<file path="src/rtl/tarb_pkg.sv">
package tarb_pkg;
    localparam int SW = 3;

    typedef enum logic [SW-1:0] {
        SYM_IDLE   = 3'd0,
        SYM_REQ    = 3'd1,
        SYM_DENY   = 3'd2,
        SYM_GRANT  = 3'd3,
        SYM_PREFIX = 3'd4
    } sym_t;

    typedef enum logic [2:0] {
        ST_IDLE,
        ST_LREQ,
        ST_FWD,
        ST_GRANT,
        ST_RELAY_UP,
        ST_RELAY_DN,
        ST_SEND
    } arb_state_t;
endpackage

</file>
<file path="src/rtl/tarb_idle_timer.sv">
module tarb_idle_timer #(
    parameter int SUB_GAP = 16,
    parameter int ARB_GAP = 40
) (
    input  logic clk,
    input  logic rst_n,
    input  logic line_active,
    output logic sub_ok,
    output logic arb_gap
);
    localparam int CW = $clog2(ARB_GAP + 1);
    localparam logic [CW-1:0] SUB_LIM = CW'(SUB_GAP);
    localparam logic [CW-1:0] ARB_LIM = CW'(ARB_GAP);
    localparam logic [CW-1:0] ARB_PRE = CW'(ARB_GAP - 1);

    logic [CW-1:0] quiet_cnt;

    always_ff @(posedge clk or negedge rst_n) begin
        if (!rst_n) begin
            quiet_cnt <= '0;
            arb_gap   <= 1'b0;
        end else if (line_active) begin
            quiet_cnt <= '0;
            arb_gap   <= 1'b0;
        end else if (quiet_cnt != ARB_LIM) begin
            quiet_cnt <= quiet_cnt + CW'(1);
            arb_gap   <= (quiet_cnt == ARB_PRE);
        end else begin
            arb_gap   <= 1'b0;
        end
    end

    assign sub_ok = (quiet_cnt >= SUB_LIM);

    // a reset gap is only reported after a quiet cycle
    a_r11_gap_after_quiet: assert property (@(posedge clk) disable iff (!rst_n)
        arb_gap |-> $past(!line_active));

    // activity restarts the count, so no gap report follows it
    a_r11_restart: assert property (@(posedge clk) disable iff (!rst_n)
        line_active |=> !arb_gap);
endmodule

</file>
<file path="src/rtl/tarb_child_pick.sv">
module tarb_child_pick #(
    parameter int NCH = 3,
    localparam int IW = (NCH > 1) ? $clog2(NCH) : 1
) (
    input  logic [NCH-1:0] req,
    output logic           any,
    output logic [IW-1:0]  idx
);
    always_comb begin
        any = |req;
        idx = '0;
        for (int i = NCH - 1; i >= 0; i--) begin
            if (req[i]) idx = IW'(i);
        end
    end
endmodule

</file>
<file path="src/rtl/tarb_ctrl.sv">
module tarb_ctrl
    import tarb_pkg::*;
#(
    parameter int NCH = 3,
    localparam int IW = (NCH > 1) ? $clog2(NCH) : 1
) (
    input  logic             clk,
    input  logic             rst_n,
    input  logic             is_root,
    input  logic [SW-1:0]    up_sym,
    input  logic [NCH-1:0]   ch_req,
    input  logic [NCH-1:0]   ch_pfx,
    input  logic [NCH-1:0]   ch_quiet,
    input  logic             pick_any,
    input  logic [IW-1:0]    pick_idx,
    input  logic             lreq,
    input  logic             liso,
    input  logic             ldone,
    input  logic             sub_ok,
    input  logic             arb_gap,
    output logic [SW-1:0]    up_out,
    output logic [NCH*SW-1:0] ch_out,
    output logic             busy,
    output logic             won,
    output logic             lost,
    output logic             fair
);
    arb_state_t state, nstate;
    logic [IW-1:0] w_q, w_d;
    logic          iso_q, iso_d;
    logic          won_d, lost_d;
    logic          up_stop, up_grant, local_ok;

    assign up_stop  = !is_root && ((sym_t'(up_sym) == SYM_DENY) || (sym_t'(up_sym) == SYM_PREFIX));
    assign up_grant = !is_root && (sym_t'(up_sym) == SYM_GRANT);
    assign local_ok = liso || (lreq && fair && sub_ok);

    // next-state decision
    always_comb begin
        nstate = state;
        w_d    = w_q;
        iso_d  = iso_q;
        won_d  = 1'b0;
        lost_d = 1'b0;
        unique case (state)
            ST_IDLE: begin
                if (up_stop) begin
                    nstate = ST_RELAY_DN;
                end else if (pick_any) begin
                    w_d    = pick_idx;
                    nstate = is_root ? ST_GRANT : ST_FWD;
                end else if (local_ok) begin
                    iso_d = liso;
                    if (is_root) begin
                        nstate = ST_SEND;
                        won_d  = 1'b1;
                    end else begin
                        nstate = ST_LREQ;
                    end
                end
            end
            ST_LREQ: begin
                if (up_grant) begin
                    nstate = ST_SEND;
                    won_d  = 1'b1;
                end else if (up_stop) begin
                    nstate = ST_RELAY_DN;
                    lost_d = 1'b1;
                end
            end
            ST_FWD: begin
                if (up_grant)               nstate = ST_GRANT;
                else if (up_stop)           nstate = ST_RELAY_DN;
                else if (!ch_req[w_q])      nstate = ST_IDLE;
            end
            ST_GRANT: begin
                if (ch_pfx[w_q])            nstate = ST_RELAY_UP;
                else if (ch_quiet[w_q])     nstate = ST_IDLE;
            end
            ST_RELAY_UP: begin
                if (ch_quiet[w_q])          nstate = ST_IDLE;
            end
            ST_RELAY_DN: begin
                if (sym_t'(up_sym) == SYM_IDLE || is_root) nstate = ST_IDLE;
            end
            ST_SEND: begin
                if (ldone)                  nstate = ST_IDLE;
            end
            default:                        nstate = ST_IDLE;
        endcase
    end

    // state register
    always_ff @(posedge clk or negedge rst_n) begin
        if (!rst_n) begin
            state <= ST_IDLE;
            w_q   <= '0;
            iso_q <= 1'b0;
            won   <= 1'b0;
            lost  <= 1'b0;
        end else begin
            state <= nstate;
            w_q   <= w_d;
            iso_q <= iso_d;
            won   <= won_d;
            lost  <= lost_d;
        end
    end

    // fairness flag
    always_ff @(posedge clk or negedge rst_n) begin
        if (!rst_n)                    fair <= 1'b1;
        else if (arb_gap)              fair <= 1'b1;
        else if (won_d && !iso_d)      fair <= 1'b0;
    end

    // outputs
    always_comb begin
        sym_t up_v;
        up_v   = SYM_IDLE;
        ch_out = '0;
        unique case (state)
            ST_IDLE: ;
            ST_LREQ: begin
                up_v = SYM_REQ;
                for (int i = 0; i < NCH; i++) ch_out[i*SW +: SW] = SYM_DENY;
            end
            ST_FWD: begin
                up_v = SYM_REQ;
                for (int i = 0; i < NCH; i++)
                    ch_out[i*SW +: SW] = (IW'(i) == w_q) ? SYM_IDLE : SYM_DENY;
            end
            ST_GRANT: begin
                for (int i = 0; i < NCH; i++)
                    ch_out[i*SW +: SW] = (IW'(i) == w_q) ? SYM_GRANT : SYM_DENY;
            end
            ST_RELAY_UP: begin
                up_v = SYM_PREFIX;
                for (int i = 0; i < NCH; i++)
                    ch_out[i*SW +: SW] = (IW'(i) == w_q) ? SYM_IDLE : SYM_PREFIX;
            end
            ST_RELAY_DN: begin
                for (int i = 0; i < NCH; i++) ch_out[i*SW +: SW] = SYM_DENY;
            end
            ST_SEND: begin
                up_v = SYM_PREFIX;
                for (int i = 0; i < NCH; i++) ch_out[i*SW +: SW] = SYM_PREFIX;
            end
            default: ;
        endcase
        up_out = is_root ? SYM_IDLE : up_v;
    end

    assign busy = (state != ST_IDLE);

    logic [NCH-1:0] grant_vec;
    for (genvar g = 0; g < NCH; g++) begin : g_gv
        assign grant_vec[g] = (ch_out[g*SW +: SW] == SYM_GRANT);
    end

    // at most one downstream port holds a grant
    a_r5_single_grant: assert property (@(posedge clk) disable iff (!rst_n)
        $onehot0(grant_vec));

    // the root never drives its upstream port
    a_r5_root_silent_up: assert property (@(posedge clk) disable iff (!rst_n)
        is_root |-> (up_out == SYM_IDLE));

    // a prefix from the granted child pulls the grant on the next cycle
    a_r9_grant_pulled: assert property (@(posedge clk) disable iff (!rst_n)
        (state == ST_GRANT && ch_pfx[w_q]) |=> (grant_vec == '0));

    // an asynchronous win leaves the flag clear
    a_r10_flag_cleared: assert property (@(posedge clk) disable iff (!rst_n)
        (won && !iso_q) |-> !fair);

    // with the flag clear, an asynchronous request starts nothing
    a_r10_blocked: assert property (@(posedge clk) disable iff (!rst_n)
        (state == ST_IDLE && !fair && !liso) |=> (state != ST_LREQ && state != ST_SEND));

    // a request cannot both win and lose
    a_r6_exclusive: assert property (@(posedge clk) disable iff (!rst_n)
        !(won && lost));
endmodule

</file>
<file path="src/rtl/tree_arb_node.sv">
module tree_arb_node
    import tarb_pkg::*;
#(
    parameter int NCH     = 3,
    parameter int SUB_GAP = 16,
    parameter int ARB_GAP = 40
) (
    input  logic             clk,
    input  logic             rst_n,
    input  logic             node_is_root,
    input  logic [2:0]       up_rx,
    output logic [2:0]       up_tx,
    input  logic [3*NCH-1:0] dn_rx,
    output logic [3*NCH-1:0] dn_tx,
    input  logic             loc_req,
    input  logic             loc_iso,
    input  logic             loc_done,
    output logic             loc_won,
    output logic             loc_lost,
    output logic             fair_en
);
    localparam int IW = (NCH > 1) ? $clog2(NCH) : 1;

    logic [NCH-1:0] ch_req, ch_pfx, ch_quiet;
    logic           pick_any;
    logic [IW-1:0]  pick_idx;
    logic           busy, sub_ok, arb_gap, line_active;

    for (genvar p = 0; p < NCH; p++) begin : g_port
        assign ch_req[p]   = (dn_rx[p*SW +: SW] == SYM_REQ);
        assign ch_pfx[p]   = (dn_rx[p*SW +: SW] == SYM_PREFIX);
        assign ch_quiet[p] = (dn_rx[p*SW +: SW] == SYM_IDLE);
    end

    assign line_active = busy || (up_rx != SYM_IDLE) || !(&ch_quiet);

    tarb_child_pick #(.NCH(NCH)) u_pick (
        .req (ch_req),
        .any (pick_any),
        .idx (pick_idx)
    );

    tarb_idle_timer #(.SUB_GAP(SUB_GAP), .ARB_GAP(ARB_GAP)) u_timer (
        .clk         (clk),
        .rst_n       (rst_n),
        .line_active (line_active),
        .sub_ok      (sub_ok),
        .arb_gap     (arb_gap)
    );

    tarb_ctrl #(.NCH(NCH)) u_ctrl (
        .clk      (clk),
        .rst_n    (rst_n),
        .is_root  (node_is_root),
        .up_sym   (up_rx),
        .ch_req   (ch_req),
        .ch_pfx   (ch_pfx),
        .ch_quiet (ch_quiet),
        .pick_any (pick_any),
        .pick_idx (pick_idx),
        .lreq     (loc_req),
        .liso     (loc_iso),
        .ldone    (loc_done),
        .sub_ok   (sub_ok),
        .arb_gap  (arb_gap),
        .up_out   (up_tx),
        .ch_out   (dn_tx),
        .busy     (busy),
        .won      (loc_won),
        .lost     (loc_lost),
        .fair     (fair_en)
    );
endmodule

</file>
<file path="config.mk">
export PLATFORM = sky130hd
export DESIGN_NAME = tree_arb_node
export DESIGN_NICKNAME = d
export VERILOG_FILES = /design/src/rtl/tarb_pkg.sv /design/src/rtl/tarb_idle_timer.sv /design/src/rtl/tarb_child_pick.sv /design/src/rtl/tarb_ctrl.sv /design/src/rtl/tree_arb_node.sv
export SDC_FILE = /design/constraint.sdc
export NUM_CORES = 1
export LEC_CHECK = 0
export CAP_MARGIN = 25
export CORE_UTILIZATION = 63
export CTS_CLUSTER_DIAMETER = 80
export DETAILED_ROUTE_END_ITERATION = 12
export DONT_BUFFER_PORTS = 1
export GPL_TIMING_DRIVEN = 0
export HOLD_SLACK_MARGIN = 0.06
export PLACE_DENSITY = 0.86
export SLEW_MARGIN = 20
export SYNTH_ARGS = -nofsm -noshare
export SYNTH_HDL_FRONTEND = slang
export SYNTH_HIERARCHICAL = 1
export SYNTH_SLANG_ARGS = --single-unit
</file>
<file path="constraint.sdc">
create_clock -name clk -period 2.13 [get_ports clk]
set_input_delay 0.213 -clock clk [delete_from_list [all_inputs] [get_ports clk]]
set_output_delay 0.213 -clock clk [all_outputs]
set_load 0.01 [all_outputs]
</file>
==> metrics, run 1 <==
required time worst endpoint 2.35 ns; Clk Latency, worst-skew pair 0.29 ns; Final period util 91.9%; initial antenna violation count 0; DPL Wire Length 2.55 mm; CTS Buf Count 3; Design Power 0.00157 W; crit path cell chain or3_4, nor4_2, nand4_1, clkbuf_1, nor4_2, o21bai_1; Pins Over Slew Limit 0; min Tclk post-route 1.96 ns; vias in the first global route 1232; Core Rows 16; crit-path max cell delay 0.44 ns; IO Pins 33; Initial DRT Pass Iterations 4; Yosys reg bits 16; crit start category flip-flop; Synth area leaders dfrtp_1 27%, nor2_1 5.3%, nor3b_1 4.8%; CTS tree done; Initial Utilization 69.4%; Synth top area share 26.5%; Placed Area 1450 µm²; f_max 0.511 GHz; Pwr per Cell Area 1050 nW/µm²; mapped cell area 1420 µm²; RSZ-0062 raised after global routing false; Finish-stage setup viols 0; I/O Buffers 0; Leak 0.578 nW; outcome complete, no violations; clock slew at reported path FFs 0.10 ns; Syn Nets 186; kind of critical path reg -> reg; WP data arrival 2.18 ns; hold-critical path endpoint u_ctrl/iso_q$_DFF_PN0_; root buf cell clkbuf_4; Initial DRC Count 59; FFs w/ async S/R, synth 100%; Post-route DRC 0; CTS Sinks 16; Area Overhead vs Synth 5.65%; Synth Instances 165; n_diodes 0; routed wire length 3.27 mm; final hold vios 0; hold depth 2; crit path max fanout 10; FF-to-FF End u_timer/quiet_cnt[5]$_DFFE_PN0P_; Worst-Margin Slew 0.739 ns; core footprint 2040 µm²; die width 49.4 µm; antenna-violating nets left 0; clock buffer depth 2; EDFF count, synth 0; Tot GR Track Use 30.0%; H-Tree Depth 1; yosys warns 6; design area 1500 µm²; sequential-to-total area share from yosys stat 28.4%; syn_area_per_cell 8.58 µm²; Placer Congestion 0.916; first-pass GRT wire length 5.45 mm; R2R setup slack 0.17 ns; most used cell, CP nor4_2; Hold Crit Class in -> reg; Die Y 49.4 µm; Distinct cells, synth 61; Max Cap Viol 0; Post-Route Skew 0.00472 ns; Peak supply drop 0.742 mV; largest net degree at the start of global routing 17; r2r worst-path depth 6; CP endpoint kind flip-flop; Reg-to-Reg Start u_ctrl/state[1]$_DFFE_PN0P_; Avg WL per Cell 16.6 µm; vias per std cell 6.48; Vias 1276; Die ar. 2440 µm²; Remaining Overflow, GRT 0; ys flop type dfrtp_1; area leader, netlist dfrtp_1; final net count 192; share of cells above drive strength 1 17.1%; Crit-path slowest cell dfrtp_1; Fin Setup TNS 0 ns; worst hold start loc_iso; Max-slew headroom 50.5%
==> critical path: cells and delay by family, from the launching register on <==
| kind | cells | cell delay, ns |
|---|---|---|
| buffers and inverters | 1 | 0.23 |
| flip-flops | 1 | 0.44 |
| AO/OA/AOI/OAI | 1 | 0.14 |
| AND/OR/NAND/NOR | 4 | 1.07 |
==> logic make-up (layout without fill, tap and decap cells) <==
logic type	after synthesis	count (layout)	share of synthesized area (%)
AOI/OAI and AO/OA	39	39	20.5
xor gates and xnor gates	4	4	3.00
adders and majority gates	3	3	2.65
buffers and inverters	19	24	6.27
DFF	16	16	28.4
muxes	8	8	6.18
other	1	1	0.265
and+or+nand+nor	75	75	32.8
==> area by class of cell <==
cell class	instances	area [µm²]
flip-flops and latches	16	402
multi-input cells	130	926
well taps	27	33.8
repair buffers	1	10.0
fillers	175	546
clock buffers	4	36.3
plain buffers	10	55.1
inverters	9	33.8
==> cells in the mapped netlist, types with 3 or more instances <==
cell type and number:
nor3b_1 9, ha_1 3, buf_2 5, inv_1 8, nand4_1 3, nand2b_1 7, a31oi_1 3, nor3_1 4
nor3_2 3, nor4_1 3, nor2_1 20, nand2_1 7, dfrtp_1 15, a21oi_1 8, mux2i_1 5
==> stage by stage <==
step / hold slack (ns) / worst slack, ns / utilization [%] / cells
after floorplan: -0.0826 / 0.311 / - / 165
after global placement: -0.0820 / 0.102 / 71.0 / 192
after detailed placement: -0.0821 / 0.0775 / 71.0 / 192
after CTS: 0.0841 / 0.168 / 73.3 / 197
after global routing: 0.108 / 0.0209 / 73.3 / 197
final: 0.0951 / 0.172 / 73.3 / 197
==> cell usage in the layout, fill, tap and decap left out, types with 4 or more instances in the layout <==
cell type,n
nor2_1,20
a21oi_1,8
inv_1,8
dfrtp_1,15
nor3b_1,9
nor3_1,4
buf_2,5
nand2b_1,7
nand2_1,7
mux2i_1,5
==> repair_timing <==
item / 4_1_cts / 5_1_grt
hold buffers: 1 / 0
buffers inserted: 0 / 0
endpoints found under the hold margin: 16 / 0
endpoints found under the setup margin: 0 / 0
gates resized for setup: 0 / 0
==> state kept, by name (all words and copies together) (netlist names) <==
name	flops
u_ctrl/state	3
u_ctrl/fair	1
u_ctrl/w_q	2
u_ctrl/won	1
u_ctrl/iso_q	1
u_timer/quiet_cnt	6
u_ctrl/lost	1
u_timer/arb_gap	1
==> worst max path at each step <==
stage                                            from                          endpoint  slack (ns)
after floorplan                              dn_rx[3]       u_ctrl/state[1]$_DFFE_PN0P_        0.31
after global placement                       dn_rx[5]       u_ctrl/state[0]$_DFFE_PN0P_        0.10
after detailed placement                     dn_rx[5]       u_ctrl/state[0]$_DFFE_PN0P_        0.08
after CTS                 u_ctrl/state[1]$_DFFE_PN0P_  u_timer/quiet_cnt[5]$_DFFE_PN0P_        0.17
after global routing      u_ctrl/state[1]$_DFFE_PN0P_  u_timer/quiet_cnt[5]$_DFFE_PN0P_        0.02
final                     u_ctrl/state[1]$_DFFE_PN0P_  u_timer/quiet_cnt[5]$_DFFE_PN0P_        0.17
==> where the power goes <==
part | switching, W | internal (W)
clock | 0.0000978 | 0.000104
combinational | 0.000558 | 0.000380
sequential | 0.0000555 | 0.000373
total | 0.000711 | 0.000857
==> layer usage <==
layer / up-vias / global-route usage [%] / part of all wire (%)
li1: 610 / - / -
met5: - / 0 / 0
met3: 8 / 6.85 / 6.9
met1: 611 / 36.1 / 42
met2: 47 / 50.9 / 49
met4: 0 / 12.9 / 2.0
Power figures use the tool's default switching activity.
==> run 2, diff against run 1 <==
--- a/config.mk
+++ b/config.mk
@@ -6,13 +6,13 @@
 export NUM_CORES = 1
 export LEC_CHECK = 0
 export CAP_MARGIN = 25
-export CORE_UTILIZATION = 63
+export CORE_UTILIZATION = 50
 export CTS_CLUSTER_DIAMETER = 80
 export DETAILED_ROUTE_END_ITERATION = 12
 export DONT_BUFFER_PORTS = 1
 export GPL_TIMING_DRIVEN = 0
 export HOLD_SLACK_MARGIN = 0.06
-export PLACE_DENSITY = 0.86
+export PLACE_DENSITY = 0.72
 export SLEW_MARGIN = 20
 export SYNTH_ARGS = -nofsm -noshare
 export SYNTH_HDL_FRONTEND = slang
==> run 2 against run 1 <==
Against the previous run:
- first-iteration DRC count rose by 8.5%
- cell area decreased by 0.42%
- core utilization fell by 15 points
- setup slack worse by 0.0059 ns
- clock-buffer cell count did not move
- clock power decreased by 18%
==> metrics, run 2 (synthesized netlist as in run 1, its figures left out) <==
non-filler cells, final 200; Initial DRT Pass Iterations 4; vias per std cell 6.23; Hold Crit Class in -> reg; Core Rows 18; Max-slew headroom 50.2%; Final period util 92.2%; Setup WS post-layout 0.166 ns; Worst-Margin Slew 0.744 ns; Initial DRC Count 64; I/O Buffers 0; Pins Over Slew Limit 0; dpl cells 195; FF-to-FF End u_timer/quiet_cnt[5]$_DFFE_PN0P_; Die Y 55.2 µm; Reg power frac 28.0%; final net count 192; most frequent cells in the layout 20 x nor2_1, 15 x dfrtp_1, 9 x nor3b_1; max reg flops 6; crit start category flip-flop; kind of critical path reg -> reg; largest registers u_timer/quiet_cnt x6, u_ctrl/state x3, u_ctrl/w_q x2; Area Overhead vs Synth 5.21%; combinational share of power 61.1%; switch share 46.1%; hold depth 2; Clk Latency, worst-skew pair 0.29 ns; CTS Sinks 16; Post-Route Skew 0.00828 ns; vias in the first global route 1159; first-pass GRT wire length 5.17 mm; Post-CTS Setup Inserts 0; Reg-to-Reg Start u_ctrl/state[2]$_DFFE_PN0P_; initial antenna violation count 0; Placer Congestion 0.898; die width 55.2 µm; Switch Pwr 0.000705 W; Leak 0.572 nW; fin util 58.0%; pre-CTS setup slack 0.0992 ns; H-Tree Depth 1; clock share of power 10.9%; root buf cell clkbuf_4; Design Power 0.00153 W; RSZ-0062 raised after global routing false; clock slew at reported path FFs 0.08 ns; CTS Buf Count 3; clock buffer depth 2; n_diodes 0; commonest non-fill, non-tap cell in the layout nor2_1; core footprint 2570 µm²; worst hold start loc_iso; Int Power 0.000825 W; r2r worst-path depth 7; IO Pins 33; antenna-violating nets left 0; Largest Register u_timer/quiet_cnt; Die ar. 3050 µm²; required time worst endpoint 2.34 ns; DPL Wire Length 2.35 mm; Vias 1246; WP data arrival 2.17 ns; Initial Utilization 55.2%; CP endpoint kind flip-flop; Max Cap Viol 0; Remaining Overflow, GRT 0; Fin Setup TNS 0 ns; share of cells above drive strength 1 16.5%; CTS tree done; Pwr per Cell Area 1030 nW/µm²; Post-route DRC 0; Peak supply drop 0.815 mV; Tot GR Track Use 20.6%; final hold vios 0; largest net degree at the start of global routing 17; outcome complete, no violations; routed wire length 3.12 mm; hold-critical path endpoint u_ctrl/iso_q$_DFF_PN0_; Finish-stage setup viols 0; f_max 0.509 GHz; min Tclk post-route 1.96 ns; crit path max fanout 10; R2R setup slack 0.17 ns; Avg WL per Cell 15.6 µm
-- run 2: cell counts in the layout (fill, tap and decap cells not counted) --
Identical to the previous run, type by type.
-- run 2: how the worst max path moves through the flow --
stage | to | slack, ns | depth (start not counted) | start
2_1_floorplan | u_ctrl/state[1]$_DFFE_PN0P_ | 0.31 | 8 | dn_rx[3]
3_3_place_gp | u_ctrl/state[0]$_DFFE_PN0P_ | 0.15 | 8 | dn_rx[5]
3_5_place_dp | u_ctrl/state[0]$_DFFE_PN0P_ | 0.1 | 8 | dn_rx[5]
4_1_cts | u_timer/quiet_cnt[5]$_DFFE_PN0P_ | 0.15 | 7 | u_ctrl/state[2]$_DFFE_PN0P_
5_1_grt | dn_tx[1] | 0.06 | 4 | u_ctrl/state[1]$_DFFE_PN0P_
6_report | u_timer/quiet_cnt[5]$_DFFE_PN0P_ | 0.17 | 7 | u_ctrl/state[2]$_DFFE_PN0P_
-- run 2: what timing repair did --
item / CTS / global route
gates resized for setup: 0 / 0
hold buffers: 1 / 0
endpoints found under the hold margin: 16 / 0
-- run 2: final cells by class --
type / instances / area (µm²)
fillers: 244 / 1080
multi-input cells: 130 / 926
flip-flops and latches: 16 / 402
plain buffers: 10 / 55.1
well taps: 30 / 37.5
inverters: 9 / 33.8
clock buffers: 4 / 26.3
repair buffers: 1 / 10.0
-- run 2: routing by layer --
metal	vias to the layer above	track usage [%]	part of all wire, %	routed length (µm)
met2	46	37.0	52	1620
met5	-	0	0	0
met4	0	0.357	0	0
li1	603	-	-	-
met3	0	4.92	5.6	175
met1	597	26.4	42	1320
-- run 2: power by group through the flow --
stage	logic, W	registers, W	clock network (W)
6_report	0.000935	0.000429	0.000166
5_1_grt	0.00102	0.000436	0.000186
4_1_cts	0.000913	0.000428	0.000176
3_5_place_dp	0.000902	0.000434	0
3_3_place_gp	0.000893	0.000431	0
2_1_floorplan	0.000767	0.000422	0
-- run 2: critical path, stage by stage, from the launching register on --
cell      delay [ns]
dfrtp_1         0.39
buf_6           0.14
or3_4           0.36
nor4_2          0.19
nand4_1         0.14
clkbuf_1        0.24
nor4_2          0.30
o21bai_1        0.14
-- run 2: stage by stage --
step	instance area, µm²	hold slack [ns]
6_report	1490	0.0951
4_1_cts	1490	0.0853
5_1_grt	1490	0.104
2_1_floorplan	1420	-0.0826
3_5_place_dp	1450	-0.0822
3_3_place_gp	1450	-0.0822
==> run 3, diff against run 2 <==
--- a/config.mk
+++ b/config.mk
@@ -16,5 +16,4 @@
 export SLEW_MARGIN = 20
 export SYNTH_ARGS = -nofsm -noshare
 export SYNTH_HDL_FRONTEND = slang
-export SYNTH_HIERARCHICAL = 1
 export SYNTH_SLANG_ARGS = --single-unit
==> run 3 against run 2 <==
Against the previous run:
- non-clock buffer count fell by 3
- core utilization fell by 2.3 points
- setup slack improved by 0.044 ns
- largest power group unchanged
==> metrics, run 3 <==
crit start category flip-flop; CTS Buf Count 3; root buf cell clkbuf_4; Initial DRC Count 20; largest registers u_timer.quiet_cnt x6, u_ctrl.state x3, u_ctrl.w_q x2; FFs w/ async S/R, synth 100%; Design Power 0.00148 W; pre-CTS setup slack 0.135 ns; Simple-Gate Fraction of Synth Area 32.1%; CTS Sinks 16; Hold Crit Class in -> reg; commonest non-fill, non-tap cell in the layout nor2_1; outcome complete, no violations; DPL Wire Length 2.25 mm; die width 53.1 µm; routed wire length 2.82 mm; Post-Route Skew 0.00226 ns; Placer Congestion 0.872; n_diodes 0; Synth area leaders dfrtp_1 29%, nor2_1 6.0%, a21oi_1 4.6%; Post-route DRC 0; min Tclk post-route 1.92 ns; Syn Nets 176; Crit-path slowest cell dfrtp_1; Synth Area in Compound Gates 21.0%; ys flop type dfrtp_1; required time worst endpoint 1.92 ns; non-filler cells, final 190; Die Y 53.1 µm; Finish-stage setup viols 0; yosys warns 0; initial antenna violation count 0; Vias 1146; Leak 0.536 nW; crit path cell chain clkbuf_1, clkbuf_2, xnor2_1, nor3_1; mapped cell area 1310 µm²; WP data arrival 1.71 ns; Remaining Overflow, GRT 0; Avg WL per Cell 14.8 µm; I/O Buffers 0; core footprint 2480 µm²; adder-cell area share of the yosys netlist 2.87%; EDFF count, synth 0; crit-path max cell delay 0.39 ns; Synth Instances 155; largest net degree at the start of global routing 17; Fin Setup TNS 0 ns; Clk Latency, worst-skew pair 0.29 ns; Peak supply drop 0.820 mV; Setup WS post-layout 0.210 ns; first-pass GRT wire length 4.57 mm; most frequent cells in the layout 21 x nor2_1, 15 x dfrtp_1, 12 x a21oi_1; Area Overhead vs Synth 5.75%; Core Rows 18; Initial Utilization 52.7%; share of cells above drive strength 1 12.5%; Pwr per Cell Area 1070 nW/µm²; Largest Register u_timer.quiet_cnt; H-Tree Depth 1; Yosys reg bits 16; fin util 55.8%; clock slew at reported path FFs 0.08 ns; Layout fillers 236; area leader, netlist dfrtp_1; Max-slew headroom 54.5%; Die ar. 2820 µm²; sequential-to-total area share from yosys stat 30.7%; largest family of logic cells by synthesized area simple AND/OR/NAND/NOR gates; Worst-Margin Slew 0.680 ns; Max Cap Viol 0; clock buffer depth 2; f_max 0.521 GHz; IO Pins 33; top post-synthesis cells by count 21 x nor2_1, 15 x dfrtp_1, 12 x a21oi_1; vias in the first global route 1057; Distinct cells, synth 53; CTS tree done; Tot GR Track Use 22.7%; kind of critical path reg -> out; Pins Over Slew Limit 0; Synth top area share 28.7%; Initial DRT Pass Iterations 5; max reg flops 6; antenna-violating nets left 0; xor/xnor share of the synthesized area 4.69%; dpl cells 185; crit path max fanout 10; final net count 182; final hold vios 0; Final period util 90.1%; most numerous cell in the Yosys netlist nor2_1; vias per std cell 6.03; CP endpoint kind output port; syn_area_per_cell 8.43 µm²; Post-CTS Setup Inserts 0; post-synthesis mux area share 2.68%; RSZ-0062 raised after global routing false
## run 3: cell count changes after synthesis, sizes merged, moves of 3 or more
| cell | before | now |
|---|---|---|
| buf | 8 | 4 |
| mux2i | 5 | 2 |
| nand2 | 8 | 11 |
| nor3b | 9 | 3 |
| nor3 | 8 | 5 |
| a21oi | 8 | 13 |
## run 3: final timing paths
path / from / end / slack [ns] / depth (start not counted)
setup / recovery: u_ctrl.state[0]$_DFFE_PN0P_ / up_tx[0] / 0.21 / 4
hold / removal: loc_iso / u_ctrl.iso_q$_DFF_PN0_ / 0.10 / 2
hold reg to reg: u_timer.arb_gap$_DFF_PN0_ / u_ctrl.fair$_DFFE_PN1P_ / 0.51 / 2
min in group asynchronous: rst_n / u_timer.quiet_cnt[0]$_DFFE_PN0P_ / 0.40 / 1
max in group asynchronous: rst_n / u_ctrl.lost$_DFF_PN0_ / 1.30 / 1
setup reg to reg: u_ctrl.state[1]$_DFFE_PN0P_ / u_ctrl.state[0]$_DFFE_PN0P_ / 0.22 / 6
## run 3: layout make-up
class	count	area (µm²)	area share [%]
Buffer	7	41.3	2.99
Inverter	9	33.8	2.45
Timing Repair Buffer	1	10.0	0.725
Multi-Input combinational cell	123	831	60.1
Sequential cell	16	402	29.1
Tap cell	30	37.5	2.72
Clock buffer	4	26.3	1.90
## run 3: report_power, final
| group | switching, W | internal [W] | leakage (nW) |
|---|---|---|---|
| clock | 0.0000887 | 0.0000729 | 0.0150 |
| sequential | 0.0000558 | 0.000374 | 0.207 |
| combinational | 0.000522 | 0.000367 | 0.314 |
| total | 0.000666 | 0.000813 | 0.536 |
## run 3: metrics by stage
stage	hold WS [ns]	cell area [µm²]
2_1_floorplan	-0.0826	1310
3_3_place_gp	-0.0821	1340
3_5_place_dp	-0.0821	1340
4_1_cts	0.109	1380
5_1_grt	0.108	1380
6_report	0.103	1380
## run 3: what timing repair did
action	4_1_cts	5_1_grt
gates resized for setup	0	2
endpoints found under the setup margin	0	2
endpoints found under the hold margin	16	0
hold buffers	1	0
## run 3: logic make-up after synthesis
kind of cell	count (synthesis)
flops	16
xor+xnor	7
simple gates	73
buf+inv	16
fa+ha+maj	3
other cells	1
mux	3
compound gates	36
## run 3: critical path, delay by kind of cell (launching register included)
family                 cells  cell delay [ns]
buffers and inverters      2             0.65
flip-flops                 1             0.39
AND/OR/NAND/NOR            1             0.29
XOR/XNOR                   1             0.09
## run 3: layer usage
layer | vias to the layer above | part of all wire, % | global-route usage (%)
met3 | 9 | 4.5 | 3.16
met5 | - | 0 | 0
met4 | 0 | 3.0 | 11.0
li1 | 570 | - | -
met1 | 536 | 43 | 25.1
met2 | 31 | 50 | 41.8
